### config.mk
export PLATFORM = sky130hd
export DESIGN_NAME = sar_adc_sequencer
export DESIGN_NICKNAME = d
export VERILOG_FILES = /design/src/rtl/sar_seq_pkg.sv /design/src/rtl/sar_seq_fsm.sv /design/src/rtl/sar_seq_regs.sv /design/src/rtl/sar_adc_sequencer.sv
export SDC_FILE = /design/constraint.sdc
export NUM_CORES = 1
export LEC_CHECK = 0
export BUFFER_PORTS_ARGS = -buffer_cell sky130_fd_sc_hd__buf_4
export CAP_MARGIN = 20
export CORE_ASPECT_RATIO = 0.8
export CORE_MARGIN = 8
export CORE_UTILIZATION = 35
export DETAILED_ROUTE_END_ITERATION = 8
export PLACE_DENSITY_LB_ADDON = 0.08
export SYNTH_ARGS = -nofsm -noshare
export SYNTH_HDL_FRONTEND = slang
export SYNTH_SLANG_ARGS = --single-unit
### constraint.sdc
create_clock -name clk -period 3.5 [get_ports clk]
set_clock_uncertainty 0.2 [all_clocks]
set_input_delay 0.175 -clock clk [delete_from_list [all_inputs] [get_ports clk]]
set_output_delay 0.175 -clock clk [all_outputs]
set_load 0.01 [all_outputs]
### src/rtl/sar_seq_pkg.sv
package sar_seq_pkg;

    typedef enum logic [1:0] {
        PH_IDLE    = 2'd0,
        PH_SAMPLE  = 2'd1,
        PH_CONVERT = 2'd2
    } phase_e;

    // Register offsets
    localparam logic [1:0] OFS_CTRL = 2'd0;
    localparam logic [1:0] OFS_STAT = 2'd1;
    localparam logic [1:0] OFS_RES  = 2'd2;

    // Control bits
    localparam int CTRL_GO  = 0;
    localparam int CTRL_IEN = 1;

    // Status bits
    localparam int ST_BUSY = 0;
    localparam int ST_DONE = 1;
    localparam int ST_IRQ  = 2;

endpackage

### src/rtl/sar_seq_fsm.sv
module sar_seq_fsm
    import sar_seq_pkg::*;
#(
    parameter int RES_BITS   = 8,    // at least 2
    parameter int SAMPLE_CYC = 750,  // at least 1
    parameter int STEP_CYC   = 313   // at least 1
) (
    input  logic                clk,
    input  logic                rst_n,
    input  logic                go,
    input  logic                cmp_hi,
    output logic                busy,
    output logic                sar_hold,
    output logic [RES_BITS-1:0] dac_code,
    output logic                fin,
    output logic [RES_BITS-1:0] fin_code
);

    localparam int MAXC = (SAMPLE_CYC > STEP_CYC) ? SAMPLE_CYC : STEP_CYC;
    localparam int CW   = $clog2(MAXC) + 1;
    localparam int IW   = $clog2(RES_BITS);

    localparam logic [CW-1:0]       SAMPLE_LD = CW'(SAMPLE_CYC - 1);
    localparam logic [CW-1:0]       STEP_LD   = CW'(STEP_CYC - 1);
    localparam logic [IW-1:0]       TOP_IDX   = IW'(RES_BITS - 1);
    localparam logic [RES_BITS-1:0] MSB_ONLY  = {1'b1, {(RES_BITS-1){1'b0}}};

    typedef struct packed {
        phase_e              ph;
        logic [CW-1:0]       cnt;
        logic [IW-1:0]       idx;
        logic [RES_BITS-1:0] sar;
    } fsm_t;

    fsm_t                fsm_d, fsm_q;
    logic [IW-1:0]       idx_dn;
    logic [RES_BITS-1:0] trial;

    assign idx_dn = fsm_q.idx - IW'(1);

    always_comb begin
        fsm_d    = fsm_q;
        fin      = 1'b0;
        trial    = fsm_q.sar;
        fin_code = fsm_q.sar;
        unique case (fsm_q.ph)
            PH_IDLE: begin
                if (go) begin
                    fsm_d.ph  = PH_SAMPLE;
                    fsm_d.cnt = SAMPLE_LD;
                end
            end
            PH_SAMPLE: begin
                if (fsm_q.cnt == '0) begin
                    fsm_d.ph  = PH_CONVERT;
                    fsm_d.cnt = STEP_LD;
                    fsm_d.idx = TOP_IDX;
                    fsm_d.sar = MSB_ONLY;
                end else begin
                    fsm_d.cnt = fsm_q.cnt - CW'(1);
                end
            end
            PH_CONVERT: begin
                if (fsm_q.cnt != '0) begin
                    fsm_d.cnt = fsm_q.cnt - CW'(1);
                end else begin
                    if (!cmp_hi) begin
                        trial[fsm_q.idx] = 1'b0;
                    end
                    if (fsm_q.idx != '0) begin
                        trial[idx_dn] = 1'b1;
                        fsm_d.idx     = idx_dn;
                        fsm_d.cnt     = STEP_LD;
                    end else begin
                        fsm_d.ph = PH_IDLE;
                        fin      = 1'b1;
                    end
                    fsm_d.sar = trial;
                    fin_code  = trial;
                end
            end
            default: fsm_d.ph = PH_IDLE;
        endcase
    end

    always_ff @(posedge clk or negedge rst_n) begin
        if (!rst_n) begin
            fsm_q <= '{ph: PH_IDLE, cnt: '0, idx: '0, sar: '0};
        end else begin
            fsm_q <= fsm_d;
        end
    end

    assign busy     = (fsm_q.ph != PH_IDLE);
    assign sar_hold = (fsm_q.ph == PH_CONVERT);
    assign dac_code = fsm_q.sar;


    msb_first_chk: assert property (@(posedge clk) disable iff (!rst_n)
        $rose(sar_hold) |-> dac_code == MSB_ONLY);


    settle_chk: assert property (@(posedge clk) disable iff (!rst_n)
        (sar_hold && $past(sar_hold) && fsm_q.cnt != STEP_LD) |-> $stable(dac_code));


    no_restart_chk: assert property (@(posedge clk) disable iff (!rst_n)
        (fsm_q.ph == PH_CONVERT) |=> (fsm_q.ph != PH_SAMPLE));


    fin_idle_chk: assert property (@(posedge clk) disable iff (!rst_n)
        fin |=> (!busy && !sar_hold));

endmodule

### src/rtl/sar_seq_regs.sv
module sar_seq_regs
    import sar_seq_pkg::*;
#(
    parameter int RES_BITS = 8,
    parameter int DATA_W   = 16   // at least RES_BITS and 3
) (
    input  logic                clk,
    input  logic                rst_n,
    input  logic [1:0]          bus_addr,
    input  logic                bus_wr,
    input  logic                bus_rd,
    input  logic [DATA_W-1:0]   bus_wdata,
    output logic [DATA_W-1:0]   bus_rdata,
    input  logic                busy,
    input  logic                fin,
    input  logic [RES_BITS-1:0] fin_code,
    output logic                go,
    output logic                irq
);

    typedef struct packed {
        logic                ien;
        logic                done;
        logic                irq;
        logic [RES_BITS-1:0] res;
    } regs_t;

    regs_t regs_d, regs_q;
    logic  ctrl_wr, stat_rd;
    logic  unused_wdata;

    assign ctrl_wr      = bus_wr && (bus_addr == OFS_CTRL);
    assign stat_rd      = bus_rd && (bus_addr == OFS_STAT);
    assign go           = ctrl_wr && bus_wdata[CTRL_GO] && !busy;
    assign unused_wdata = ^bus_wdata[DATA_W-1:2];

    always_comb begin
        regs_d = regs_q;
        if (ctrl_wr) begin
            regs_d.ien = bus_wdata[CTRL_IEN];
        end
        if (go) begin
            regs_d.done = 1'b0;
        end
        if (stat_rd) begin
            regs_d.irq = 1'b0;
        end
        if (fin) begin
            regs_d.done = 1'b1;
            regs_d.res  = fin_code;
            if (regs_q.ien) begin
                regs_d.irq = 1'b1;
            end
        end
    end

    always_ff @(posedge clk or negedge rst_n) begin
        if (!rst_n) begin
            regs_q <= '{ien: 1'b0, done: 1'b0, irq: 1'b0, res: '0};
        end else begin
            regs_q <= regs_d;
        end
    end

    always_comb begin
        bus_rdata = '0;
        unique case (bus_addr)
            OFS_CTRL: bus_rdata[CTRL_IEN] = regs_q.ien;
            OFS_STAT: begin
                bus_rdata[ST_BUSY] = busy;
                bus_rdata[ST_DONE] = regs_q.done;
                bus_rdata[ST_IRQ]  = regs_q.irq;
            end
            OFS_RES:  bus_rdata = DATA_W'(regs_q.res);
            default:  bus_rdata = '0;
        endcase
    end

    assign irq = regs_q.irq;


    result_hold_chk: assert property (@(posedge clk) disable iff (!rst_n)
        !fin |=> $stable(regs_q.res));


    go_clears_done_chk: assert property (@(posedge clk) disable iff (!rst_n)
        go |=> !regs_q.done);


    irq_raise_chk: assert property (@(posedge clk) disable iff (!rst_n)
        (fin && regs_q.ien) |=> irq);


    irq_clear_chk: assert property (@(posedge clk) disable iff (!rst_n)
        (stat_rd && !fin) |=> !irq);

endmodule

### src/rtl/sar_adc_sequencer.sv
module sar_adc_sequencer #(
    parameter int RES_BITS   = 8,
    parameter int SAMPLE_CYC = 750,
    parameter int STEP_CYC   = 313,
    parameter int DATA_W     = 16
) (
    input  logic                clk,
    input  logic                rst_n,
    input  logic [1:0]          bus_addr,
    input  logic                bus_wr,
    input  logic                bus_rd,
    input  logic [DATA_W-1:0]   bus_wdata,
    output logic [DATA_W-1:0]   bus_rdata,
    input  logic                cmp_hi,
    output logic [RES_BITS-1:0] dac_code,
    output logic                sar_hold,
    output logic                irq
);

    logic                go, busy, fin;
    logic [RES_BITS-1:0] fin_code;

    sar_seq_regs #(
        .RES_BITS (RES_BITS),
        .DATA_W   (DATA_W)
    ) u_regs (
        .clk       (clk),
        .rst_n     (rst_n),
        .bus_addr  (bus_addr),
        .bus_wr    (bus_wr),
        .bus_rd    (bus_rd),
        .bus_wdata (bus_wdata),
        .bus_rdata (bus_rdata),
        .busy      (busy),
        .fin       (fin),
        .fin_code  (fin_code),
        .go        (go),
        .irq       (irq)
    );

    sar_seq_fsm #(
        .RES_BITS   (RES_BITS),
        .SAMPLE_CYC (SAMPLE_CYC),
        .STEP_CYC   (STEP_CYC)
    ) u_fsm (
        .clk      (clk),
        .rst_n    (rst_n),
        .go       (go),
        .cmp_hi   (cmp_hi),
        .busy     (busy),
        .sar_hold (sar_hold),
        .dac_code (dac_code),
        .fin      (fin),
        .fin_code (fin_code)
    );

endmodule

==> run_summary.xml, run 1 <==
<?xml version="1.0" encoding="UTF-8"?>
<metrics>
  <group name="worst_setup_path">
    <metric name="critical_path_required_time" unit="ps">3480</metric>
    <metric name="setup.worst_path.start_class" unit="">flip-flop</metric>
    <metric name="critical_path.max_fanout" unit="">10</metric>
    <metric name="critical_path_arrival" unit="ps">2850</metric>
    <metric name="setup.worst_path.end_class" unit="">flip-flop</metric>
    <metric name="timing_worst_setup_path_type" unit="">flip-flop to flip-flop</metric>
  </group>
  <group name="power">
    <metric name="internal-power" unit="uW">562.9</metric>
    <metric name="power.net_switching" unit="uW">196.3</metric>
    <metric name="combinationalPowerShare" unit="%">5.6</metric>
    <metric name="power.total" unit="uW">759.2</metric>
    <metric name="power.share.switching" unit="%">25.86</metric>
    <metric name="seq_power_share" unit="%">53.8</metric>
    <metric name="leakage" unit="nW">1.207</metric>
    <metric name="worst_ir_drop_vdd" unit="mV">0.1069</metric>
    <metric name="clock_power_share" unit="%">40.6</metric>
    <metric name="power_per_cell_area" unit="mW/mm^2">279.4</metric>
  </group>
  <group name="logic_synthesis">
    <metric name="seq_area_frac_synth" unit="%">36.57</metric>
    <metric name="area_contributors_post_synth" unit="">sky130_fd_sc_hd__dfrtp_1, sky130_fd_sc_hd__ha_1, sky130_fd_sc_hd__buf_4</metric>
    <metric name="synthCells" unit="">256</metric>
    <metric name="netlist_area" unit="mm^2">0.002395</metric>
    <metric name="yosysWarnings" unit="">0</metric>
    <metric name="post-synth-top-area-fraction" unit="%">36.57</metric>
    <metric name="synth_seq_cells" unit="">35</metric>
    <metric name="fraction_of_registers_with_async_set_or_reset_after_synthesis" unit="%">100.0</metric>
    <metric name="syn_avg_cell_area" unit="um^2">9.355</metric>
    <metric name="synth-edff-count" unit="">0</metric>
    <metric name="netlist.top_cell.by_area" unit="">sky130_fd_sc_hd__dfrtp_1</metric>
    <metric name="synthFlopType" unit="">sky130_fd_sc_hd__dfrtp_1</metric>
    <metric name="netlist-cell-type-count" unit="">58</metric>
  </group>
  <group name="detailed_routing">
    <metric name="detail_route.drc_violations" unit="">0</metric>
    <metric name="first_iter_violations" unit="">100</metric>
    <metric name="wl" unit="mm">6.494</metric>
    <metric name="first_pass_iters" unit="">5</metric>
    <metric name="routed_wirelength_normalized_by_instance_count" unit="um">17.79</metric>
    <metric name="routed_via_density" unit="">5.627</metric>
    <metric name="detail-route-antenna-nets" unit="">0</metric>
    <metric name="route.vias.total" unit="">2054</metric>
  </group>
  <group name="global_route">
    <metric name="grt.total_usage" unit="%">13.46</metric>
    <metric name="overflow" unit="">0</metric>
    <metric name="vias_in_the_first_global_route" unit="">1972</metric>
    <metric name="grt_pass1_wl" unit="mm">10.66</metric>
    <metric name="grt_start_max_net_pins" unit="">36</metric>
    <metric name="number_of_antenna_violations_at_the_first_check_in_global_routing" unit="">0</metric>
  </group>
  <group name="layout">
    <metric name="syn2layout_area_growth" unit="%">13.48</metric>
    <metric name="final_core_utilization" unit="%">40.22</metric>
    <metric name="final_layout_size_suffix_gt1_share" unit="%">22.30</metric>
    <metric name="design_area" unit="mm^2">0.002718</metric>
    <metric name="final_nets" unit="">312</metric>
    <metric name="count_of_inserted_antenna_diode_cells" unit="">0</metric>
  </group>
  <group name="worst_hold_path">
    <metric name="worstHoldPathType" unit="">primary input to flip-flop</metric>
  </group>
  <group name="timing">
    <metric name="hold_violations" unit="">0</metric>
    <metric name="timing_max_transition_violations_final" unit="">0</metric>
    <metric name="setup_repair_after_global_routing_missed_its_margin" unit="">no</metric>
    <metric name="max_clock_freq" unit="MHz">349.0</metric>
    <metric name="setup_viol_count_final" unit="">0</metric>
    <metric name="final_period_minus_worst_setup_slack" unit="ps">2865</metric>
    <metric name="final.period_utilization" unit="%">81.86</metric>
    <metric name="maxSlewHeadroom" unit="%">46.13</metric>
    <metric name="timing_worst_slew_pin_value" unit="ps">800.7</metric>
    <metric name="setup_tns" unit="ps">0</metric>
  </group>
  <group name="floorplan">
    <metric name="starting_density" unit="%">35.44</metric>
    <metric name="die_w" unit="um">108.5</metric>
    <metric name="fp.coreArea" unit="mm^2">0.006756</metric>
    <metric name="dieArea" unit="mm^2">0.009762</metric>
    <metric name="top_level_ports" unit="">49</metric>
    <metric name="placementRows" unit="">27</metric>
    <metric name="die_y" unit="um">89.99</metric>
  </group>
  <group name="clocking">
    <metric name="cts_inserted_buffers" unit="">5</metric>
    <metric name="clock_sink_count" unit="">35</metric>
    <metric name="cts_resized" unit="">0</metric>
    <metric name="htreeDepth" unit="">2</metric>
    <metric name="ctsLongestPathBuffers" unit="">2</metric>
    <metric name="cts_tree" unit="">built</metric>
    <metric name="cts_root_buffer" unit="">sky130_fd_sc_hd__clkbuf_8</metric>
    <metric name="clk_transition_reported_paths" unit="ps">90</metric>
    <metric name="clock_latency_of_the_later_clocked_register_in_the_worst_skew_pair" unit="ps">300</metric>
    <metric name="cts_setup_buffers" unit="">0</metric>
  </group>
  <group name="job">
    <metric name="maxCapViolCount" unit="">0</metric>
  </group>
  <group name="placed_design">
    <metric name="placedInstanceArea" unit="mm^2">0.002599</metric>
    <metric name="post-dp-hpwl" unit="mm">4.646</metric>
    <metric name="port_buffers" unit="">26</metric>
    <metric name="gp_congestion" unit="">0.7867</metric>
  </group>
  <group name="outcome">
    <metric name="outcome" unit="">finished clean</metric>
  </group>
</metrics>
repair_timing:
item                                   CTS  global route
endpoints found under the hold margin   37             0
hold buffers                             3             0
setup endpoints to repair                0             0
layer usage:
layer / vias to the layer above / global-route usage, % / share of wire [%]
li1: 979 / - / -
met1: 1007 / 20.73 / 54
met2: 63 / 17.61 / 40
met3: 5 / 3.424 / 4.9
met4: 0 / 3.527 / 0.74
met5: - / 0 / 0
critical path, cell delays in order (launching register included):
cell	delay [ps]
sky130_fd_sc_hd__dfrtp_1	420
sky130_fd_sc_hd__inv_1	90
sky130_fd_sc_hd__ha_1	280
sky130_fd_sc_hd__or4b_4	540
sky130_fd_sc_hd__o41ai_4	660
sky130_fd_sc_hd__nand2_1	270
sky130_fd_sc_hd__a22o_1	290
layout make-up:
type	count	area, um^2
Clock buffer	5	68.82
Clock inverter	3	20.02
Fill cell	706	4039
Inverter	13	48.80
Multi-Input combinational cell	186	1318
Sequential cell	35	875.8
Tap cell	87	108.9
Timing Repair Buffer	36	277.8
power by group through the flow:
stage / Clock [mW] / Sequential, mW / Combinational (mW)
after global placement: 0 / 0.417 / 0.0403
after detailed placement: 0 / 0.416 / 0.0406
after floorplan: 0 / 0.416 / 0.0227
after global routing: 0.337 / 0.409 / 0.0481
after CTS: 0.321 / 0.408 / 0.0434
final: 0.309 / 0.408 / 0.0424
sequential cells by signal, indices dropped and copies added, names as in the netlist:
signal,count
u_fsm.fsm_q,16
u_regs.regs_q,10
u_fsm.dac_code,8
u_regs.irq,1
cells by family after synthesis:
| kind of cell | Yosys count | share of synthesized area [%] |
|---|---|---|
| mux | 8 | 3.762 |
| fa+ha+maj | 12 | 6.269 |
| xor+xnor | 1 | 0.3658 |
| flops | 35 | 36.57 |
| other cells | 1 | 0.1566 |
| buf+inv | 42 | 9.509 |
| compound gates | 80 | 25.08 |
| simple gates | 77 | 18.29 |
through the flow:
step | hold slack (ps) | std cells | setup slack [ps]
after floorplan | -320.6 | 263 | 1031
after global placement | -23.45 | 354 | 661.2
after detailed placement | -19.75 | 354 | 670.2
after CTS | 8.288 | 365 | 655.0
after global routing | 21.00 | 365 | 521.2
final | 16.82 | 365 | 635.0
cells in the final DEF (no fill, tap or decap), types with 3 or more instances in the layout:
master,instances
sky130_fd_sc_hd__and3_1,3
sky130_fd_sc_hd__nand3_1,8
sky130_fd_sc_hd__o221a_2,3
sky130_fd_sc_hd__nand2_1,18
sky130_fd_sc_hd__dlygate4sd3_1,3
sky130_fd_sc_hd__nand4_1,4
sky130_fd_sc_hd__nor2_1,7
sky130_fd_sc_hd__and2_1,8
sky130_fd_sc_hd__nand2b_1,3
sky130_fd_sc_hd__a22oi_1,4
sky130_fd_sc_hd__nor2b_1,4
sky130_fd_sc_hd__o22a_1,3
sky130_fd_sc_hd__clkbuf_8,5
sky130_fd_sc_hd__nor4_1,5
sky130_fd_sc_hd__a22o_1,5
sky130_fd_sc_hd__a31o_2,3
sky130_fd_sc_hd__conb_1,8
sky130_fd_sc_hd__ha_1,12
sky130_fd_sc_hd__o21ai_0,10
sky130_fd_sc_hd__a21boi_0,3
sky130_fd_sc_hd__mux2_2,8
sky130_fd_sc_hd__o31ai_1,3
sky130_fd_sc_hd__dfrtp_1,35
sky130_fd_sc_hd__nor3_1,4
sky130_fd_sc_hd__a21oi_1,14
sky130_fd_sc_hd__inv_1,13
sky130_fd_sc_hd__a31oi_1,8
sky130_fd_sc_hd__buf_4,33
Yosys cell counts, types with 4 or more instances:
cell,number
sky130_fd_sc_hd__dfrtp_1,35
sky130_fd_sc_hd__nand2_1,18
sky130_fd_sc_hd__buf_4,16
sky130_fd_sc_hd__a21oi_1,14
sky130_fd_sc_hd__inv_1,13
sky130_fd_sc_hd__ha_1,12
sky130_fd_sc_hd__o21ai_0,10
sky130_fd_sc_hd__clkbuf_1,9
sky130_fd_sc_hd__a31oi_1,8
sky130_fd_sc_hd__and2_1,8
sky130_fd_sc_hd__mux2_2,8
sky130_fd_sc_hd__nand3_1,8
sky130_fd_sc_hd__nor2_1,7
sky130_fd_sc_hd__a22o_1,5
sky130_fd_sc_hd__nor4_1,5
sky130_fd_sc_hd__a22oi_1,4
sky130_fd_sc_hd__nand4_1,4
sky130_fd_sc_hd__nor2b_1,4
sky130_fd_sc_hd__nor3_1,4
final timing paths:
check,startpoint,to,slack [ps],depth (start not counted)
min in group asynchronous,rst_n,u_fsm.fsm_q[16],170,2
max in group asynchronous,rst_n,u_regs.regs_q[6],2580,2
worst max register to register,u_fsm.fsm_q[11],u_fsm.dac_code[1],630,6
worst min-delay path,bus_wr,u_regs.regs_q[10],20,3
worst min register to register,u_regs.regs_q[6],u_regs.regs_q[6],280,2
worst max-delay path,u_fsm.fsm_q[11],u_fsm.dac_code[1],630,6
No activity file was read; power rests on OpenSTA's default activity.
==> run 2: changes to the inputs <==
==> constraint.sdc (replaced) <==
create_clock -name clk -period 2.4 [get_ports clk]
set_clock_uncertainty 0.2 [all_clocks]
set_input_delay 0.12 -clock clk [delete_from_list [all_inputs] [get_ports clk]]
set_output_delay 0.12 -clock clk [all_outputs]
set_load 0.01 [all_outputs]
==> run 2 against run 1 <==
Effect of this change:
- clock power up 78%
- critical endpoint is now u_fsm.fsm_q[22]
- hold slack improved by 91 ps
- highest routed layer unchanged
- first-iteration DRC count increased by 79%
- via count up 3.2%
==> run_summary.xml, run 2 (synthesis results as in run 1) <==
<?xml version="1.0" encoding="UTF-8"?>
<metrics>
  <group name="worst_setup_path">
    <metric name="crit_path_buf_inv_count" unit="">1</metric>
    <metric name="critical_path_arrival" unit="ps">2420</metric>
    <metric name="critical_path_required_time" unit="ps">2420</metric>
    <metric name="crit_path_cell_trace" unit="">inv_2 &gt; ha_4 &gt; or4b_4 &gt; or4_4 &gt; a221o_1 &gt; a32oi_1</metric>
    <metric name="critical_path.slowest_cell" unit="">sky130_fd_sc_hd__or4_4</metric>
    <metric name="critical_path.max_fanout" unit="">4</metric>
    <metric name="setup.worst_path.start_class" unit="">flip-flop</metric>
    <metric name="timing_worst_setup_path_type" unit="">flip-flop to flip-flop</metric>
    <metric name="setup.worst_path.end_class" unit="">flip-flop</metric>
    <metric name="critPathMaxStageDelay" unit="ps">550</metric>
    <metric name="cp_top_family" unit="">simple AND/OR/NAND/NOR gates</metric>
  </group>
  <group name="layout">
    <metric name="final_layout_size_suffix_gt1_share" unit="%">32.69</metric>
    <metric name="syn2layout_area_growth" unit="%">26.80</metric>
    <metric name="design_area" unit="mm^2">0.003037</metric>
    <metric name="layout.cells.most_common" unit="">sky130_fd_sc_hd__buf_4</metric>
    <metric name="layout.cells.most_common_list" unit="">sky130_fd_sc_hd__buf_4, sky130_fd_sc_hd__dfrtp_1, sky130_fd_sc_hd__nand2_1</metric>
    <metric name="largest-register" unit="">u_fsm.fsm_q</metric>
    <metric name="final_core_utilization" unit="%">44.94</metric>
    <metric name="final_nets" unit="">346</metric>
    <metric name="largest_reg_flops" unit="">16</metric>
    <metric name="layout.filler_cells" unit="">671</metric>
    <metric name="count_of_inserted_antenna_diode_cells" unit="">0</metric>
  </group>
  <group name="placed_design">
    <metric name="gp_congestion" unit="">0.8697</metric>
    <metric name="placedInstanceArea" unit="mm^2">0.002826</metric>
    <metric name="port_buffers" unit="">26</metric>
    <metric name="post-dp-hpwl" unit="mm">5.021</metric>
  </group>
  <group name="timing">
    <metric name="timing_max_transition_violations_final" unit="">0</metric>
    <metric name="hold_violations" unit="">0</metric>
    <metric name="timing_worst_slew_pin_value" unit="ps">546.1</metric>
    <metric name="final.period_utilization" unit="%">99.82</metric>
    <metric name="final_period_minus_worst_setup_slack" unit="ps">2396</metric>
    <metric name="setup_repair_after_global_routing_missed_its_margin" unit="">yes</metric>
    <metric name="maxSlewHeadroom" unit="%">63.13</metric>
    <metric name="max_clock_freq" unit="MHz">417.4</metric>
    <metric name="setup_viol_count_final" unit="">0</metric>
  </group>
  <group name="global_route">
    <metric name="grt_pass1_wl" unit="mm">11.19</metric>
    <metric name="overflow" unit="">0</metric>
    <metric name="vias_in_the_first_global_route" unit="">2116</metric>
    <metric name="grt_start_max_net_pins" unit="">36</metric>
    <metric name="grt.total_usage" unit="%">14.15</metric>
    <metric name="number_of_antenna_violations_at_the_first_check_in_global_routing" unit="">0</metric>
  </group>
  <group name="floorplan">
    <metric name="fp.coreArea" unit="mm^2">0.006756</metric>
    <metric name="starting_density" unit="%">35.44</metric>
    <metric name="placementRows" unit="">27</metric>
    <metric name="dieArea" unit="mm^2">0.009762</metric>
    <metric name="top_level_ports" unit="">49</metric>
    <metric name="die_y" unit="um">89.99</metric>
    <metric name="die_w" unit="um">108.5</metric>
  </group>
  <group name="clocking">
    <metric name="clk_transition_reported_paths" unit="ps">80</metric>
    <metric name="ctsLongestPathBuffers" unit="">2</metric>
    <metric name="cts_inserted_buffers" unit="">5</metric>
    <metric name="cts_root_buffer" unit="">sky130_fd_sc_hd__clkbuf_8</metric>
    <metric name="clock_sink_count" unit="">35</metric>
    <metric name="htreeDepth" unit="">2</metric>
    <metric name="cts_tree" unit="">built</metric>
    <metric name="clock_latency_of_the_later_clocked_register_in_the_worst_skew_pair" unit="ps">300</metric>
  </group>
  <group name="detailed_routing">
    <metric name="routed_wirelength_normalized_by_instance_count" unit="um">16.75</metric>
    <metric name="routed_via_density" unit="">5.311</metric>
    <metric name="detail_route.drc_violations" unit="">0</metric>
    <metric name="wl" unit="mm">6.683</metric>
    <metric name="first_pass_iters" unit="">4</metric>
    <metric name="route.vias.total" unit="">2119</metric>
    <metric name="detail-route-antenna-nets" unit="">0</metric>
    <metric name="first_iter_violations" unit="">179</metric>
  </group>
  <group name="power">
    <metric name="leakage" unit="nW">1.393</metric>
    <metric name="worst_ir_drop_vdd" unit="mV">0.2077</metric>
    <metric name="power.total" unit="mW">1.211</metric>
    <metric name="power_per_cell_area" unit="mW/mm^2">398.9</metric>
  </group>
  <group name="outcome">
    <metric name="outcome" unit="">finished clean</metric>
  </group>
  <group name="worst_hold_path">
    <metric name="worstHoldPathType" unit="">primary input to async pin</metric>
  </group>
  <group name="job">
    <metric name="maxCapViolCount" unit="">0</metric>
  </group>
</metrics>
==> run 2: path summary, 6_finish.rpt <==
kind	from	endpoint	slack, ps	depth (start not counted)
max	u_fsm.fsm_q[12]	u_fsm.fsm_q[22]	4	6
min	rst_n	u_fsm.fsm_q[11]	110	2
max reg2reg	u_fsm.fsm_q[12]	u_fsm.fsm_q[22]	4	6
min reg2reg	u_regs.regs_q[7]	u_regs.regs_q[7]	300	2
max in group asynchronous	rst_n	u_fsm.fsm_q[19]	1540	2
min in group clk	cmp_hi	u_fsm.dac_code[0]	120	4
==> run 2: metrics by stage <==
stage               std cells  TNS (ps)  worst slack (ps)  hold slack (ps)
global route              399    -105.8            -51.71            157.5
finish                    399         0             4.366            108.0
floorplan                 263         0             19.68           -375.6
global placement          384         0             15.98           -81.47
CTS                       397         0             9.126            111.7
detailed placement        384    -1.319            -1.319           -77.38
==> run 2: repair_timing <==
item                                    in CTS  in global routing
endpoints found under the hold margin       37                  0
setup buffers                                1                  2
pin swaps                                    1                  5
endpoints found under the setup margin       2                 16
hold buffers                                 4                  0
cloned                                       0                  0
gates resized for setup                      1                  8
==> run 2: worst register-to-register path, stage by stage (launching register included) <==
cell and delay, ps:
sky130_fd_sc_hd__dfrtp_1 400, sky130_fd_sc_hd__inv_2 80, sky130_fd_sc_hd__ha_4 120, sky130_fd_sc_hd__or4b_4 490
sky130_fd_sc_hd__or4_4 550, sky130_fd_sc_hd__a221o_1 330, sky130_fd_sc_hd__a32oi_1 150
==> run 2: power breakdown <==
group	leakage [nW]	switching [mW]	internal, mW
clock	0.0581	0.240	0.309
sequential	0.425	0.00296	0.592
combinational	0.910	0.0358	0.0305
total	1.39	0.279	0.932
==> run 2: cell type report <==
type	instances	area, um^2	share of cell area, %
Clock buffer	5	68.82	2.266
Clock inverter	3	43.79	1.442
Inverter	13	48.80	1.607
Multi-Input combinational cell	186	1351	44.50
Sequential cell	35	875.8	28.84
Tap cell	87	108.9	3.585
Timing Repair Buffer	70	539.3	17.76
==> run 2: layer usage <==
layer | track usage, % | vias up | wire (um) | part of all wire, %
met5 | 0 | - | 0 | 0
met4 | 4.096 | 0 | 29 | 0.43
met3 | 3.138 | 2 | 354 | 5.3
met2 | 19.39 | 53 | 2719 | 41
met1 | 21.20 | 1018 | 3580 | 54
li1 | - | 1046 | - | -
